`src/rtl/xfer_pkg.sv`:
```
package xfer_pkg;
  localparam int DW    = 8;
  localparam int AW    = 2 * DW;
  localparam int CYC_W = 4;

  localparam logic [DW-1:0] OPC_TAP = 8'h84;
  localparam logic [DW-1:0] OPC_TPA = 8'h85;
  localparam logic [DW-1:0] OPC_TXS = 8'h94;
  localparam logic [DW-1:0] OPC_TSX = 8'h95;
  localparam logic [DW-1:0] OPC_TAX = 8'h97;
  localparam logic [DW-1:0] OPC_TXA = 8'h9F;

  typedef enum logic [2:0] {
    K_NONE, K_A2C, K_C2A, K_A2X, K_X2A, K_S2I, K_I2S
  } xfer_kind_e;

  // Six stored flags {V,H,I,N,Z,C} expanded to the 8-bit view.
  function automatic logic [DW-1:0] flags_to_byte(input logic [5:0] f);
    return {f[5], 2'b11, f[4:0]};
  endfunction

  // Byte into stored flags: bits 6 and 5 are dropped.
  function automatic logic [5:0] byte_to_flags(input logic [DW-1:0] b);
    return {b[7], b[4:0]};
  endfunction

  function automatic logic [AW-1:0] wrap_inc(input logic [AW-1:0] v);
    return v + AW'(1);
  endfunction

  function automatic logic [AW-1:0] wrap_dec(input logic [AW-1:0] v);
    return v - AW'(1);
  endfunction
endpackage

```
`src/rtl/xfer_decode.sv`:
```
module xfer_decode
  import xfer_pkg::*;
(
  input  logic [DW-1:0]    opcode,
  output xfer_kind_e       kind,
  output logic [CYC_W-1:0] cyc,
  output logic             bad
);
  always_comb begin
    kind = K_NONE;
    cyc  = '0;
    bad  = 1'b0;
    case (opcode)
      OPC_TAP: begin kind = K_A2C; cyc = CYC_W'(2); end
      OPC_TPA: begin kind = K_C2A; cyc = CYC_W'(1); end
      OPC_TAX: begin kind = K_A2X; cyc = CYC_W'(1); end
      OPC_TXA: begin kind = K_X2A; cyc = CYC_W'(1); end
      OPC_TSX: begin kind = K_S2I; cyc = CYC_W'(2); end
      OPC_TXS: begin kind = K_I2S; cyc = CYC_W'(2); end
      default: bad = 1'b1;
    endcase
  end
endmodule

```
`src/rtl/xfer_datapath.sv`:
```
module xfer_datapath
  import xfer_pkg::*;
(
  input  xfer_kind_e    kind,
  input  logic [DW-1:0] a_q,
  input  logic [AW-1:0] hx_q,
  input  logic [AW-1:0] sp_q,
  input  logic [5:0]    fl_q,
  output logic [DW-1:0] a_d,
  output logic [AW-1:0] hx_d,
  output logic [AW-1:0] sp_d,
  output logic [5:0]    fl_d
);
  always_comb begin
    a_d  = a_q;
    hx_d = hx_q;
    sp_d = sp_q;
    fl_d = fl_q;
    case (kind)
      K_A2C: fl_d = byte_to_flags(a_q);
      K_C2A: a_d  = flags_to_byte(fl_q);
      K_A2X: hx_d = {hx_q[AW-1:DW], a_q};
      K_X2A: a_d  = hx_q[DW-1:0];
      K_S2I: hx_d = wrap_inc(sp_q);
      K_I2S: sp_d = wrap_dec(hx_q);
      default: ;
    endcase
  end
endmodule

```
`src/rtl/xfer_exec_unit.sv`:
```
module xfer_exec_unit
  import xfer_pkg::*;
#(
  parameter logic [15:0] SP_RESET = 16'h00FF
) (
  input  logic             clk,
  input  logic             rst_n,
  input  logic             op_valid,
  input  logic [7:0]       opcode,
  input  logic             ld_valid,
  input  logic [1:0]       ld_sel,
  input  logic [15:0]      ld_data,
  output logic [7:0]       reg_a,
  output logic [15:0]      reg_hx,
  output logic [15:0]      reg_sp,
  output logic [7:0]       reg_ccr,
  output logic             done,
  output logic             illegal,
  output logic [3:0]       cycles
);
  localparam logic [5:0] FLAGS_RESET = 6'b001000; // only I set

  logic [DW-1:0]    a_q, a_d;
  logic [AW-1:0]    hx_q, hx_d, sp_q, sp_d;
  logic [5:0]       fl_q, fl_d;
  xfer_kind_e       dec_kind;
  logic [CYC_W-1:0] dec_cyc;
  logic             dec_bad;

  // Named events for the checker.
  logic accept;
  logic load_hit;
  assign accept   = op_valid & ~ld_valid;
  assign load_hit = ld_valid;

  xfer_decode u_dec (
    .opcode (opcode),
    .kind   (dec_kind),
    .cyc    (dec_cyc),
    .bad    (dec_bad)
  );

  xfer_datapath u_dp (
    .kind (dec_kind),
    .a_q  (a_q),
    .hx_q (hx_q),
    .sp_q (sp_q),
    .fl_q (fl_q),
    .a_d  (a_d),
    .hx_d (hx_d),
    .sp_d (sp_d),
    .fl_d (fl_d)
  );

  always_ff @(posedge clk) begin
    if (!rst_n) begin
      a_q     <= '0;
      hx_q    <= '0;
      sp_q    <= SP_RESET;
      fl_q    <= FLAGS_RESET;
      done    <= 1'b0;
      illegal <= 1'b0;
      cycles  <= '0;
    end else begin
      done    <= accept;
      illegal <= accept & dec_bad;
      cycles  <= accept ? dec_cyc : '0;
      if (load_hit) begin
        case (ld_sel)
          2'd0:    a_q  <= ld_data[DW-1:0];
          2'd1:    hx_q <= ld_data;
          2'd2:    sp_q <= ld_data;
          default: ;
        endcase
      end else if (accept) begin
        a_q  <= a_d;
        hx_q <= hx_d;
        sp_q <= sp_d;
        fl_q <= fl_d;
      end
    end
  end

  assign reg_a   = a_q;
  assign reg_hx  = hx_q;
  assign reg_sp  = sp_q;
  assign reg_ccr = flags_to_byte(fl_q);
endmodule

```
`config.mk`:
```
export PLATFORM = sky130hd
export DESIGN_NAME = xfer_exec_unit
export DESIGN_NICKNAME = d
export VERILOG_FILES = /design/src/rtl/xfer_pkg.sv /design/src/rtl/xfer_decode.sv /design/src/rtl/xfer_datapath.sv /design/src/rtl/xfer_exec_unit.sv
export SDC_FILE = /design/constraint.sdc
export NUM_CORES = 1
export LEC_CHECK = 0
export BUFFER_PORTS_ARGS = -buffer_cell sky130_fd_sc_hd__clkbuf_2
export CORE_AREA = 2 2 103 105
export CTS_BUF_LIST = sky130_fd_sc_hd__clkbuf_8 sky130_fd_sc_hd__clkbuf_16
export CTS_CLUSTER_DIAMETER = 120
export DETAILED_ROUTE_END_ITERATION = 8
export DIE_AREA = 0 0 105 107
export PLACE_DENSITY_LB_ADDON = 0.2
export SYNTH_ARGS = -nofsm -noshare
export SYNTH_HDL_FRONTEND = slang
export SYNTH_SLANG_ARGS = --single-unit
```
`constraint.sdc`:
```
create_clock -name clk -period 3.7 [get_ports clk]
set_input_delay 0.185 -clock clk [delete_from_list [all_inputs] [get_ports clk]]
set_output_delay 0.185 -clock clk [all_outputs]
set_load 0.02 [all_outputs]
```
After elaboration in Yosys (flattened, before gate mapping)
Index checks and enable logic that the tools add are counted.
- input port bits: 30
- output and inout port bits: 54
- bits in registers: 52
- add/subtract/negate cells: 2
- muxes and demuxes: 15
- eq/ne operators: 18
- bitwise logic cells: 3
- reduce and logical (&&, ||, !) cells: 15
- operators by type and width (operator ; number):
    $mux W16 ; 7
    $eq A8 B8 Y1 const B ; 6
    $pmux W16 S2 ; 1
    $mux W8 ; 3
    $pmux W3 S6 ; 1
    $add A16 B1 Y16 const B ; 1
    $pmux W8 S2 ; 1
    $sub A16 B1 Y16 const B ; 1
    $reduce_and A3 Y1 ; 4
    $eq A3 B3 Y1 const B ; 3
    $eq A3 B2 Y1 const B ; 2
    $ne A2 B1 Y1 const B ; 3
    $reduce_bool A2 Y1 ; 3
    $reduce_bool A3 Y1 ; 2
    $reduce_or A3 Y1 ; 2
    $reduce_or A6 Y1 ; 1
    $pmux W2 S2 ; 1
    $reduce_and A4 Y1 ; 1
    $eq A3 B1 Y1 const B ; 1
    $and A1 B1 Y1 ; 2
    $eq A2 B1 Y1 const B ; 1
    $eq A2 B2 Y1 const B ; 1
    $logic_not A2 Y1 ; 1
    $ne A2 B2 Y1 const B ; 1
    3 further kinds ; 3

Logic depth before layout (Yosys ltp)
Gate-level depths: netlist of run 1.
- word-level depth: 6
- gate-level depth with buffers: 8
- depth with buffers taken out: 7

Cells and area by module
A second synthesis of run 1 with hierarchy kept.
- cells, all modules: 464
- area total of the unflattened synthesis: 3758.6 µm²
- by module, submodules not included (module ; cells an instance ; seq. area each (µm²) ; instances ; area an instance (µm²)):
    xfer_exec_unit ; 233 ; 1041.0 ; 1 ; 2329.7
    xfer_datapath ; 206 ; 0.0 ; 1 ; 1280.0
    xfer_decode ; 25 ; 0.0 ; 1 ; 148.9

Least setup slack after synthesis of run 1
OpenSTA, ideal clock, no wires.
- path type: reg-to-reg
- start: register hx_q[1], in the netlist reg_hx[1]
- end: register sp_q[14], in the netlist reg_sp[14]
- library setup time: 0.087 ns
- clock period less this slack: 1.927 ns
- path slack: 1.773 ns
- cell stages (with the launch flop): 9
- arrival time: 1.840 ns
- data required time: 3.613 ns
- path through: dfxtp_1 inv_1 ha_1 or4b_1 buf_2 nor4_1 xor2_1 nor2_1 o31ai_1
- cells in the longest elaborated chain, start to end: 4
- ends and longest elaborated chain (what ; line ; RTL):
    start, declared ; xfer_exec_unit.sv:24 ; logic [AW-1:0] hx_q, hx_d, sp_q, sp_d;
    start signal, assigned ; xfer_exec_unit.sv:71 ; 2'd1: hx_q <= ld_data;
    $sub A16 B1 Y16 ; xfer_pkg.sv:32 ; return v - AW'(1);
    $mux W16 ; xfer_datapath.sv:19 ; case (kind)
    $mux W16 ; xfer_exec_unit.sv:75 ; end else if (accept) begin
    $mux W16 ; xfer_exec_unit.sv:68 ; if (load_hit) begin
    end signal, assigned ; xfer_exec_unit.sv:72 ; 2'd2: sp_q <= ld_data;
    end signal, assigned ; xfer_exec_unit.sv:78 ; sp_q <= sp_d;
    end, declared ; xfer_exec_unit.sv:24 ;
Every way passes these cells. The select of a mux whose other input is x is not followed.
A chain may end at the register's enable or synchronous reset.

Final worst setup path of run 1
- start: register hx_q[1], in the netlist reg_hx[1]
- end: register sp_q[12], in the netlist reg_sp[12]
The elaborated chain is that of the path after synthesis.

==> results.yml, run 1 <==
worst_setup_path:
  critPathMaxStageDelay_ps: 590
  worstSetupStartpointType: "register"
  crit_arrival_ps: 2320
  worst_r2r_endpoint: "reg_sp[12]$_SDFFE_PN0P_"
  critical_path_peak_fanout: 6
  cp_cell_sequence: "inv_1, ha_1, or4b_1, nor4_1, xor2_1, nor2_1, o31ai_1"
  timing.critical_path.slowest_stage_cell: "or4b_1"
  regToRegStartpoint: "reg_hx[1]$_SDFFE_PN0P_"
  r2r_setup_slack_ps: 1600
  cp-end-kind: "register"
  ff2ff_path_depth: 7
  timing.setup.critical_path_class: "register to register"
  critical_path_rt_ps: 3920
layout:
  area.growth.synth_to_final_pct: 20.5
  final_common_cell: "clkbuf_2"
  fillCellCount: 1115
  most_used_cells_in_the_layout_excluding_fill_and_tap_cells: "clkbuf_2 (79), nand2_1 (56), dfxtp_1 (50), nor2_1 (27), o21ai_0 (25)"
  ratio_of_cells_with_drive_above_1_in_the_final_layout: 0.249
  num_antenna_cells: 0
  final_core_utilization: 0.354
  design.final.nets: 477
  design_area_um2: 3570
sta:
  hold_ws_ps: 112
  fin_crit_sh: 0.569
  worst_pin_slew_ps: 1020
  setup_tns_ps: 0
  timing.slew.headroom: 0.316
  finalSetupViolations: 0
  finalMaxSlewViolations: 0
  fmax_mhz: 475
  fin_crit_ps: 2100
  grt_setup_unrepaired: "no"
  final.setup_skew_ps: 13.7
  report.final.hold_viol_count: 0
grt:
  grt_antenna_before_repair: 0
  grt_max_degree: 48
  grt_pass1_wl_um: 15500
  grt-ovfl-total: 0
  first_global_vias: 2867
  globalRouteTotalUtil: 0.173
synth:
  yosys.area.top_type_share: 0.338
  synth_cell_types: 62
  mappedNetlistArea_um2: 2960
  yosys_warns: 0
  postSynthRegisterBits: 50
  synth_flop_cell: "dfxtp_1"
  synth_seq_area_share: 0.338
  post_synth_main_area_contributors: "dfxtp_1 (34%), nand2_1 (7.1%), o21ai_0 (4.2%)"
  syn_area_per_cell_um2: 7.88
  netlist.top_cell.by_area: "dfxtp_1"
  synth_enable_flop_cells: 0
  syn-instance-count: 376
  asyncSetResetFlopFracSynth: 0
power_and_ir_drop:
  irDropWorstVdd_uv: 136
  leakagePower_nw: 1.45
  power.total_w: 0.00128
  pd_cells_nw_per_um2: 360
floorplanning:
  chipWidth_um: 105
  fp.dieArea_um2: 11200
  die_y_um: 107
  standard_cell_row_count: 37
  initial_util: 0.294
  design.portCount: 84
  core_area_um2: 10100
worst_hold_path:
  worstHoldPathCells: 3
  worstHoldStart: "ld_data[6]"
  worstHoldPathType: "primary input to register"
  worstHoldEndpoint: "reg_hx[6]$_SDFFE_PN0P_"
clock_tree:
  post-cts-setup-buffers: 0
  post_cts_resize_count: 0
  clk_path_buf_depth: 2
  clock_tree.htree_level_count: 2
  cts-buffers-inserted: 5
  root_buffer: "clkbuf_8"
  tritoncts: "built"
  holdBufCountCts: 0
  cts_sink_cnt: 50
  cts.reportedPaths.clkPinSlew_ps: 110
  clock_insertion_delay_worst_skew_ps: 310
route:
  drt_drc_violations_left: 0
  drt-total-wl_um: 9670
  vias_per_cell: 5.17
  vias: 3010
  initialDrtViolationCount: 135
  routedWlPerCell_um: 16.6
  antenna_left: 0
  drt_pre_antenna_iters: 4
placed_design:
  placed_cell_area_um2: 3460
  portBuffers: 79
  post-dp-hpwl_um: 7190
  routabilityCongestion: 0.828
status:
  run_status: "completed"
flow_run:
  maxCapViolCount: 0
-- metrics by stage --
stage	setup WS, ps	cells
global placement	1670	574
global route	1360	582
detailed placement	1630	574
finish	1600	582
floorplan	1770	378
CTS	1610	582
-- cells by family (layout without fill, tap and decap cells) --
group | Yosys count | in the layout | synth area share
buffers and inverters | 31 | 99 | 0.0477
adder cells (fa/ha/maj) | 2 | 2 | 0.00844
AND/OR/NAND/NOR | 168 | 168 | 0.293
flip-flops | 50 | 50 | 0.338
multiplexers | 8 | 8 | 0.0300
AO/OA/AOI/OAI | 92 | 92 | 0.212
XOR/XNOR | 23 | 23 | 0.0680
other | 2 | 4 | 0.00253
-- worst max path at each step --
stage / start / to / cells past startpoint
final: reg_hx[1]$_SDFFE_PN0P_ / reg_sp[12]$_SDFFE_PN0P_ / 7
after global placement: reg_hx[2]$_SDFFE_PN0P_ / reg_sp[13]$_SDFFE_PN0P_ / 5
after CTS: reg_hx[1]$_SDFFE_PN0P_ / reg_sp[12]$_SDFFE_PN0P_ / 7
after floorplan: reg_hx[1]$_SDFFE_PN0P_ / reg_sp[14]$_SDFFE_PN0P_ / 8
after detailed placement: opcode[1] / reg_hx[1]$_SDFFE_PN0P_ / 6
after global routing: reg_hx[1]$_SDFFE_PN0P_ / reg_sp[12]$_SDFFE_PN0P_ / 7
-- cells in the mapped netlist (3+ instances only) --
library cell / count
a211oi_1: 3
nand3_1: 24
nor2b_1: 3
nor2_1: 27
nand2_1: 56
a22oi_1: 3
mux2_2: 7
nand4_1: 6
xor2_1: 13
buf_4: 4
buf_2: 5
o31ai_1: 6
nor3_1: 13
a31oi_1: 6
clkbuf_1: 12
o22ai_1: 5
or3_1: 3
nand2b_1: 9
nor4_1: 6
a2bb2oi_1: 4
o211ai_1: 8
o21ai_0: 25
a21oi_1: 9
nor3_2: 3
xnor2_1: 10
dfxtp_1: 50
o2111ai_1: 6
inv_1: 5
-- state kept, by name, indices dropped and copies added, names as in the netlist --
name     count
illegal      1
cycles       2
fl_q         6
done         1
reg_sp      16
reg_hx      16
reg_a        8
-- final cells by class --
class	count	area, um^2	share of cell area
Sequential cell	50	1000	0.280
Timing Repair Buffer	84	433	0.121
Multi-Input combinational cell	297	1830	0.512
Inverter	7	26.3	0.00736
Tap cell	136	170	0.0477
Clock inverter	3	43.8	0.0123
Clock buffer	5	68.8	0.0193
-- power breakdown --
part | total [W] | internal, W | switching (W)
clock | 0.000412 | 0.000203 | 0.000209
sequential | 0.000594 | 0.000560 | 0.0000342
combinational | 0.000279 | 0.000108 | 0.000171
-- critical path, delay by kind of cell (launching register included) --
family	cells	cell delay (ps)
xor gates and xnor gates	1	190
adders and majority gates	1	200
DFF	1	360
AOI/OAI and AO/OA	1	230
and+or+nand+nor	3	950
buffers and inverters	1	80
-- routing by layer --
metal  track usage  vias to the layer above  routed length (um)
met2         0.267                       95                4320
met5             0                        -                   0
li1              -                     1502                   -
met1         0.247                     1403                4650
met4        0.0400                        0                 116
met3        0.0347                       10                 587
No activity file was read; power rests on OpenSTA's default activity.
==> inputs of run 2 (changes only) <==
==> constraint.sdc (replaced) <==
create_clock -name clk -period 2.13 [get_ports clk]
set_input_delay 0.1065 -clock clk [delete_from_list [all_inputs] [get_ports clk]]
set_output_delay 0.1065 -clock clk [all_outputs]
set_load 0.02 [all_outputs]
==> run 2 against run 1 <==
  * Sequential share of layout area decreased by 1.4 points
  * Die area unchanged
  * Wire length increased by 1.5%
  * Core utilization increased by 1.9 points
  * Critical path type unchanged
  * Maximum frequency increased by 7.2%
  * Via count increased by 3.4%
  * Final cell count increased by 3.1%
  * Critical path depth unchanged
  * Power increased by 86%
==> results.yml, run 2 (synthesis gave the netlist of run 1 again) <==
status:
  run_status: "completed"
grt:
  grt_antenna_before_repair: 0
  grt_pass1_wl_um: 15500
  grt-ovfl-total: 0
  first_global_vias: 2944
  grt_max_degree: 42
  globalRouteTotalUtil: 0.173
sta:
  hold_ws_ps: 42.3
  worst_pin_slew_ps: 517
  setup_tns_ps: 0
  fmax_mhz: 510
  grt_setup_unrepaired: "no"
  finalMaxSlewViolations: 0
  finalSetupViolations: 0
  fin_crit_sh: 0.921
  timing.slew.headroom: 0.654
  report.final.hold_viol_count: 0
  final.setup_skew_ps: 5.70
  fin_crit_ps: 1960
  final.setup.worst_slack_ps: 168
clock_tree:
  cts-buffers-inserted: 5
  clock_insertion_delay_worst_skew_ps: 310
  clk_path_buf_depth: 2
  clock_tree.htree_level_count: 2
  cts.reportedPaths.clkPinSlew_ps: 100
  tritoncts: "built"
  cts_sink_cnt: 50
  root_buffer: "clkbuf_8"
placed_design:
  routabilityCongestion: 0.806
  portBuffers: 79
  post-dp-hpwl_um: 7420
  post_placement_worst_setup_slack_ps: 100
  placed_cell_area_um2: 3610
  place.detailed.instances: 592
worst_setup_path:
  timing.setup.critical_path_class: "register to register"
  ff2ff_path_depth: 7
  cp-end-kind: "register"
  critical_path_peak_fanout: 6
  crit_arrival_ps: 2190
  worst_r2r_endpoint: "reg_sp[8]$_SDFFE_PN0P_"
  worstSetupStartpointType: "register"
  r2r_setup_slack_ps: 170
  regToRegStartpoint: "reg_hx[1]$_SDFFE_PN0P_"
  critical_path_rt_ps: 2360
layout:
  area.growth.synth_to_final_pct: 26.9
  final-instance-count-excl-fill: 600
  final_common_cell: "clkbuf_2"
  num_antenna_cells: 0
  design.final.nets: 495
  most_used_cells_in_the_layout_excluding_fill_and_tap_cells: "clkbuf_2 (79), nand2_1 (56), dfxtp_1 (50), nor2_1 (27), o21ai_0 (25)"
  design_area_um2: 3760
  fillCellCount: 1073
  ratio_of_cells_with_drive_above_1_in_the_final_layout: 0.282
floorplanning:
  fp.dieArea_um2: 11200
  core_area_um2: 10100
  initial_util: 0.294
  die_y_um: 107
  chipWidth_um: 105
  standard_cell_row_count: 37
  design.portCount: 84
route:
  drt_drc_violations_left: 0
  vias_per_cell: 5.19
  antenna_left: 0
  routedWlPerCell_um: 16.4
  drt-total-wl_um: 9820
  vias: 3113
  initialDrtViolationCount: 136
  drt_pre_antenna_iters: 5
power_and_ir_drop:
  internal_power_w: 0.00168
  switching_share: 0.297
  leakagePower_nw: 1.56
  comb_power_share: 0.221
  pd_cells_nw_per_um2: 637
  pwr-share-clk: 0.354
  power.share.sequential: 0.425
  irDropWorstVdd_uv: 386
  net-switching-power_w: 0.000711
worst_hold_path:
  worstHoldStart: "ld_data[2]"
  worstHoldPathCells: 3
  worstHoldEndpoint: "reg_hx[2]$_SDFFE_PN0P_"
  worstHoldPathType: "primary input to register"
flow_run:
  maxCapViolCount: 0
[run 2: final cells by class]
cell class | count | area (um^2) | area share
clock buffer | 6 | 82.6 | 0.0220
clock inverter | 2 | 60.1 | 0.0160
inverter | 7 | 26.3 | 0.00699
multi-input combinational | 297 | 1840 | 0.489
sequential | 50 | 1000 | 0.266
tap | 136 | 170 | 0.0453
timing repair buffer | 102 | 581 | 0.154
[run 2: power by group through the flow]
| stage | combinational (W) | clock [W] | sequential [W] |
|---|---|---|---|
| floorplan | 0.000301 | 0 | 0.00108 |
| global placement | 0.000523 | 0 | 0.00104 |
| detailed placement | 0.000524 | 0 | 0.00104 |
| CTS | 0.000528 | 0.000869 | 0.00102 |
| global route | 0.000584 | 0.000911 | 0.00102 |
| finish | 0.000530 | 0.000847 | 0.00102 |
[run 2: metal layers]
| metal | part of all wire | global-route usage | up-vias |
|---|---|---|---|
| met5 | 0 | 0 | - |
| met4 | 0.011 | 0.0419 | 0 |
| met3 | 0.058 | 0.0298 | 9 |
| met2 | 0.45 | 0.277 | 106 |
| met1 | 0.48 | 0.242 | 1454 |
| li1 | - | - | 1544 |
[run 2: worst max path at each step]
stage,start,end,slack (ps),cells past startpoint
2_1_floorplan,reg_hx[1]$_SDFFE_PN0P_,reg_sp[14]$_SDFFE_PN0P_,200,8
4_1_cts,reg_hx[1]$_SDFFE_PN0P_,reg_sp[12]$_SDFFE_PN0P_,60,7
3_3_place_gp,reg_hx[1]$_SDFFE_PN0P_,reg_sp[14]$_SDFFE_PN0P_,150,7
5_1_grt,reg_hx[1]$_SDFFE_PN0P_,reg_sp[12]$_SDFFE_PN0P_,10,7
6_report,reg_hx[1]$_SDFFE_PN0P_,reg_sp[8]$_SDFFE_PN0P_,170,7
3_5_place_dp,reg_hx[1]$_SDFFE_PN0P_,reg_sp[8]$_SDFFE_PN0P_,100,7
[run 2: worst max-delay path: stages, from the launching register on]
cell     delay, ps
dfxtp_1        360
inv_1           80
ha_1           200
or4b_4         540
nor4_1         250
xor2_1         170
nor2_1          50
o31ai_1        230
[run 2: what timing repair did]
action / CTS / global route
gates resized for setup: 0 / 2
buffers inserted: 0 / 0
setup endpoints to repair: 0 / 4
hold buffers: 0 / 0
[run 2: through the flow]
step / utilization / power [W]
5_1_grt: 0.372 / 0.00252
4_1_cts: 0.371 / 0.00241
6_report: 0.372 / 0.00240
3_3_place_gp: 0.357 / 0.00156
2_1_floorplan: - / 0.00138
3_5_place_dp: 0.357 / 0.00156
==> inputs of run 3 (changes only) <==
--- a/config.mk
+++ b/config.mk
@@ -6,12 +6,13 @@
 export NUM_CORES = 1
 export LEC_CHECK = 0
 export BUFFER_PORTS_ARGS = -buffer_cell sky130_fd_sc_hd__clkbuf_2
-export CORE_AREA = 2 2 103 105
+export CORE_AREA = 2 2 115 117
 export CTS_BUF_LIST = sky130_fd_sc_hd__clkbuf_8 sky130_fd_sc_hd__clkbuf_16
 export CTS_CLUSTER_DIAMETER = 120
 export DETAILED_ROUTE_END_ITERATION = 8
-export DIE_AREA = 0 0 105 107
+export DIE_AREA = 0 0 117 119
 export PLACE_DENSITY_LB_ADDON = 0.2
 export SYNTH_ARGS = -nofsm -noshare
 export SYNTH_HDL_FRONTEND = slang
+export SYNTH_HIERARCHICAL = 1
 export SYNTH_SLANG_ARGS = --single-unit
==> run 3 against run 2 <==
  * The run now ends with setup timing left
  * Final cell count up 21%
  * Setup slack worse by 250 ps
  * Worst hold slack better by 110 ps
  * Sequential share of layout area down 4.4 points
  * Clock skew down 0.90 ps
  * Synthesized area up 27%
  * Register-to-register slack worse by 250 ps
  * Non-clock buffer count up 22
  * Synthesized cell count up 23%
  * Combinational power up 70%
  * Largest cell class unchanged
  * Largest power group unchanged
  * Highest routed layer unchanged
==> results.yml, run 3 <==
layout:
  seq_area_um2: 1050
  design_area_um2: 4740
  num_antenna_cells: 0
  multi_input_area_um2: 2540
  ratio_of_cells_with_drive_above_1_in_the_final_layout: 0.325
  design.final.nets: 581
  final-instance-count-excl-fill: 726
  final_core_utilization: 0.368
  most_used_cells_in_the_layout_excluding_fill_and_tap_cells: "clkbuf_2 (81), dfxtp_1 (47), buf_4 (43), mux2i_1 (40), nand2_1 (39)"
  fillCellCount: 1342
  area.growth.synth_to_final_pct: 26.2
  final_common_cell: "clkbuf_2"
route:
  vias: 3895
  antenna_left: 0
  drt_drc_violations_left: 0
  vias_per_cell: 5.37
  routedWlPerCell_um: 17.5
  initialDrtViolationCount: 210
  drt_pre_antenna_iters: 5
  drt-total-wl_um: 12700
status:
  failed_checks: "setup timing"
  run_status: "finished, violations left"
sta:
  fin_crit_sh: 1.04
  worst_pin_slew_ps: 887
  setup_tns_ps: -82.3
  final.setup.worst_slack_ps: -82.3
  finalSetupViolations: 1
  grt_setup_unrepaired: "yes"
  fmax_mhz: 452
  finalMaxSlewViolations: 0
  fin_crit_ps: 2210
  final.setup_skew_ps: 4.80
  timing.slew.headroom: 0.409
  report.final.hold_viol_count: 0
clock_tree:
  cts_sink_cnt: 52
  cts.reportedPaths.clkPinSlew_ps: 70
  clock_insertion_delay_worst_skew_ps: 300
  root_buffer: "clkbuf_16"
  clock_tree.htree_level_count: 2
  clk_path_buf_depth: 2
  tritoncts: "built"
  cts-buffers-inserted: 5
worst_hold_path:
  worstHoldPathType: "primary input to register"
floorplanning:
  chipWidth_um: 117
  initial_util: 0.292
  standard_cell_row_count: 42
  core_area_um2: 12900
  fp.dieArea_um2: 13900
  die_y_um: 119
  design.portCount: 84
synth:
  postSynthRegisterBits: 52
  yosys.area.top_type_share: 0.277
  synthMostInstantiatedCell: "dfxtp_1"
  synth_cell_types: 54
  synth_enable_flop_cells: 0
  post_synth_main_area_contributors: "dfxtp_1 (28%), mux2i_1 (11%), nor3_1 (5.3%)"
  most_frequent_cells_after_synthesis: "dfxtp_1 (52), mux2i_1 (40), nor3_1 (40), nand2_1 (39)"
  mappedNetlistArea_um2: 3760
  synth_seq_area_share: 0.277
  synth_flop_cell: "dfxtp_1"
  netlist.top_cell.by_area: "dfxtp_1"
  yosys_warns: 6
  syn-instance-count: 464
  asyncSetResetFlopFracSynth: 0
  syn_area_per_cell_um2: 8.10
grt:
  grt_pass1_wl_um: 20400
  globalRouteTotalUtil: 0.187
  grt-ovfl-total: 0
  grt_max_degree: 41
  grt_antenna_before_repair: 0
  first_global_vias: 3726
worst_setup_path:
  critical_path_rt_ps: 2350
  crit_arrival_ps: 2430
  critical_path_peak_fanout: 2
  cp-end-kind: "register"
  cp_cell_sequence: "inv_2, ha_4, or3b_4, or3_4, or4_4, a31oi_1, mux2i_1, a211oi_2"
  timing.critical_path.slowest_stage_cell: "or4_4"
  critPathMaxStageDelay_ps: 410
  timing.setup.critical_path_class: "register to register"
  worstSetupStartpointType: "register"
placed_design:
  place.detailed.instances: 718
  post-dp-hpwl_um: 9200
  placed_cell_area_um2: 4510
  portBuffers: 81
  routabilityCongestion: 0.841
  post_placement_worst_setup_slack_ps: -61.7
power_and_ir_drop:
  irDropWorstVdd_uv: 321
  leakagePower_nw: 2.00
  pd_cells_nw_per_um2: 623
flow_run:
  maxCapViolCount: 0
## run 3: timing repair
action | in CTS | in global routing
setup buffers | 0 | 0
setup endpoints to repair | 2 | 6
gates resized for setup | 2 | 11
pin swaps | 1 | 1
hold buffers | 0 | 0
gates cloned | 0 | 0
hold endpoints to repair | 0 | 0
## run 3: critical path, delay by kind of cell, from the launching register on
family          cells  cell delay (ps)
compound gates      2              340
fa+ha+maj           1              130
simple gates        3             1160
flops               1              340
mux                 1              110
buf+inv             1               60
## run 3: cell families after synthesis
family,after synthesis,share of synthesized area
DFF,52,0.277
AOI/OAI and AO/OA,119,0.225
adders and majority gates,2,0.00666
buffers and inverters,56,0.0756
and+or+nand+nor,163,0.233
xor gates and xnor gates,24,0.0559
other,2,0.00200
muxes,46,0.124
## run 3: layout make-up
| class | count | area share |
|---|---|---|
| multi-input combinational | 358 | 0.536 |
| sequential | 52 | 0.222 |
| timing repair buffer | 124 | 0.154 |
| tap | 176 | 0.0464 |
| clock buffer | 5 | 0.0264 |
| clock inverter | 3 | 0.00818 |
| inverter | 8 | 0.00686 |
## run 3: per-stage QoR
stage | hold WS (ps) | power, W
6_report | 153 | 0.00295
5_1_grt | 180 | 0.00311
4_1_cts | 153 | 0.00294
3_5_place_dp | 468 | 0.00200
3_3_place_gp | 456 | 0.00199
2_1_floorplan | 252 | 0.00172
## run 3: routing by layer
metal	vias to the layer above	wire, um	GRT usage
met5	-	0	0
met4	0	189	0.0441
met3	20	584	0.0285
met2	133	6000	0.295
met1	1849	5970	0.267
li1	1893	-	-
## run 3: power breakdown
group	switching (W)	internal (W)	leakage, nW
registers	0.0000818	0.00103	0.430
logic	0.000523	0.000378	1.48
clock network	0.000385	0.000550	0.0850
total	0.000991	0.00196	2.00
## run 3: worst paths after layout
| path | slack, ps | from | cells past startpoint | end |
|---|---|---|---|---|
| setup / recovery | -80 | reg_hx[0]$_SDFFE_PN0P_ | 8 | reg_sp[14]$_SDFFE_PN0P_ |
| hold / removal | 150 | ld_data[12] | 3 | reg_sp[12]$_SDFFE_PN0P_ |
| setup reg to reg | -80 | reg_hx[0]$_SDFFE_PN0P_ | 8 | reg_sp[14]$_SDFFE_PN0P_ |
| hold reg to reg | 490 | fl_q[4]$_SDFFE_PN0P_ | 2 | fl_q[4]$_SDFFE_PN0P_ |
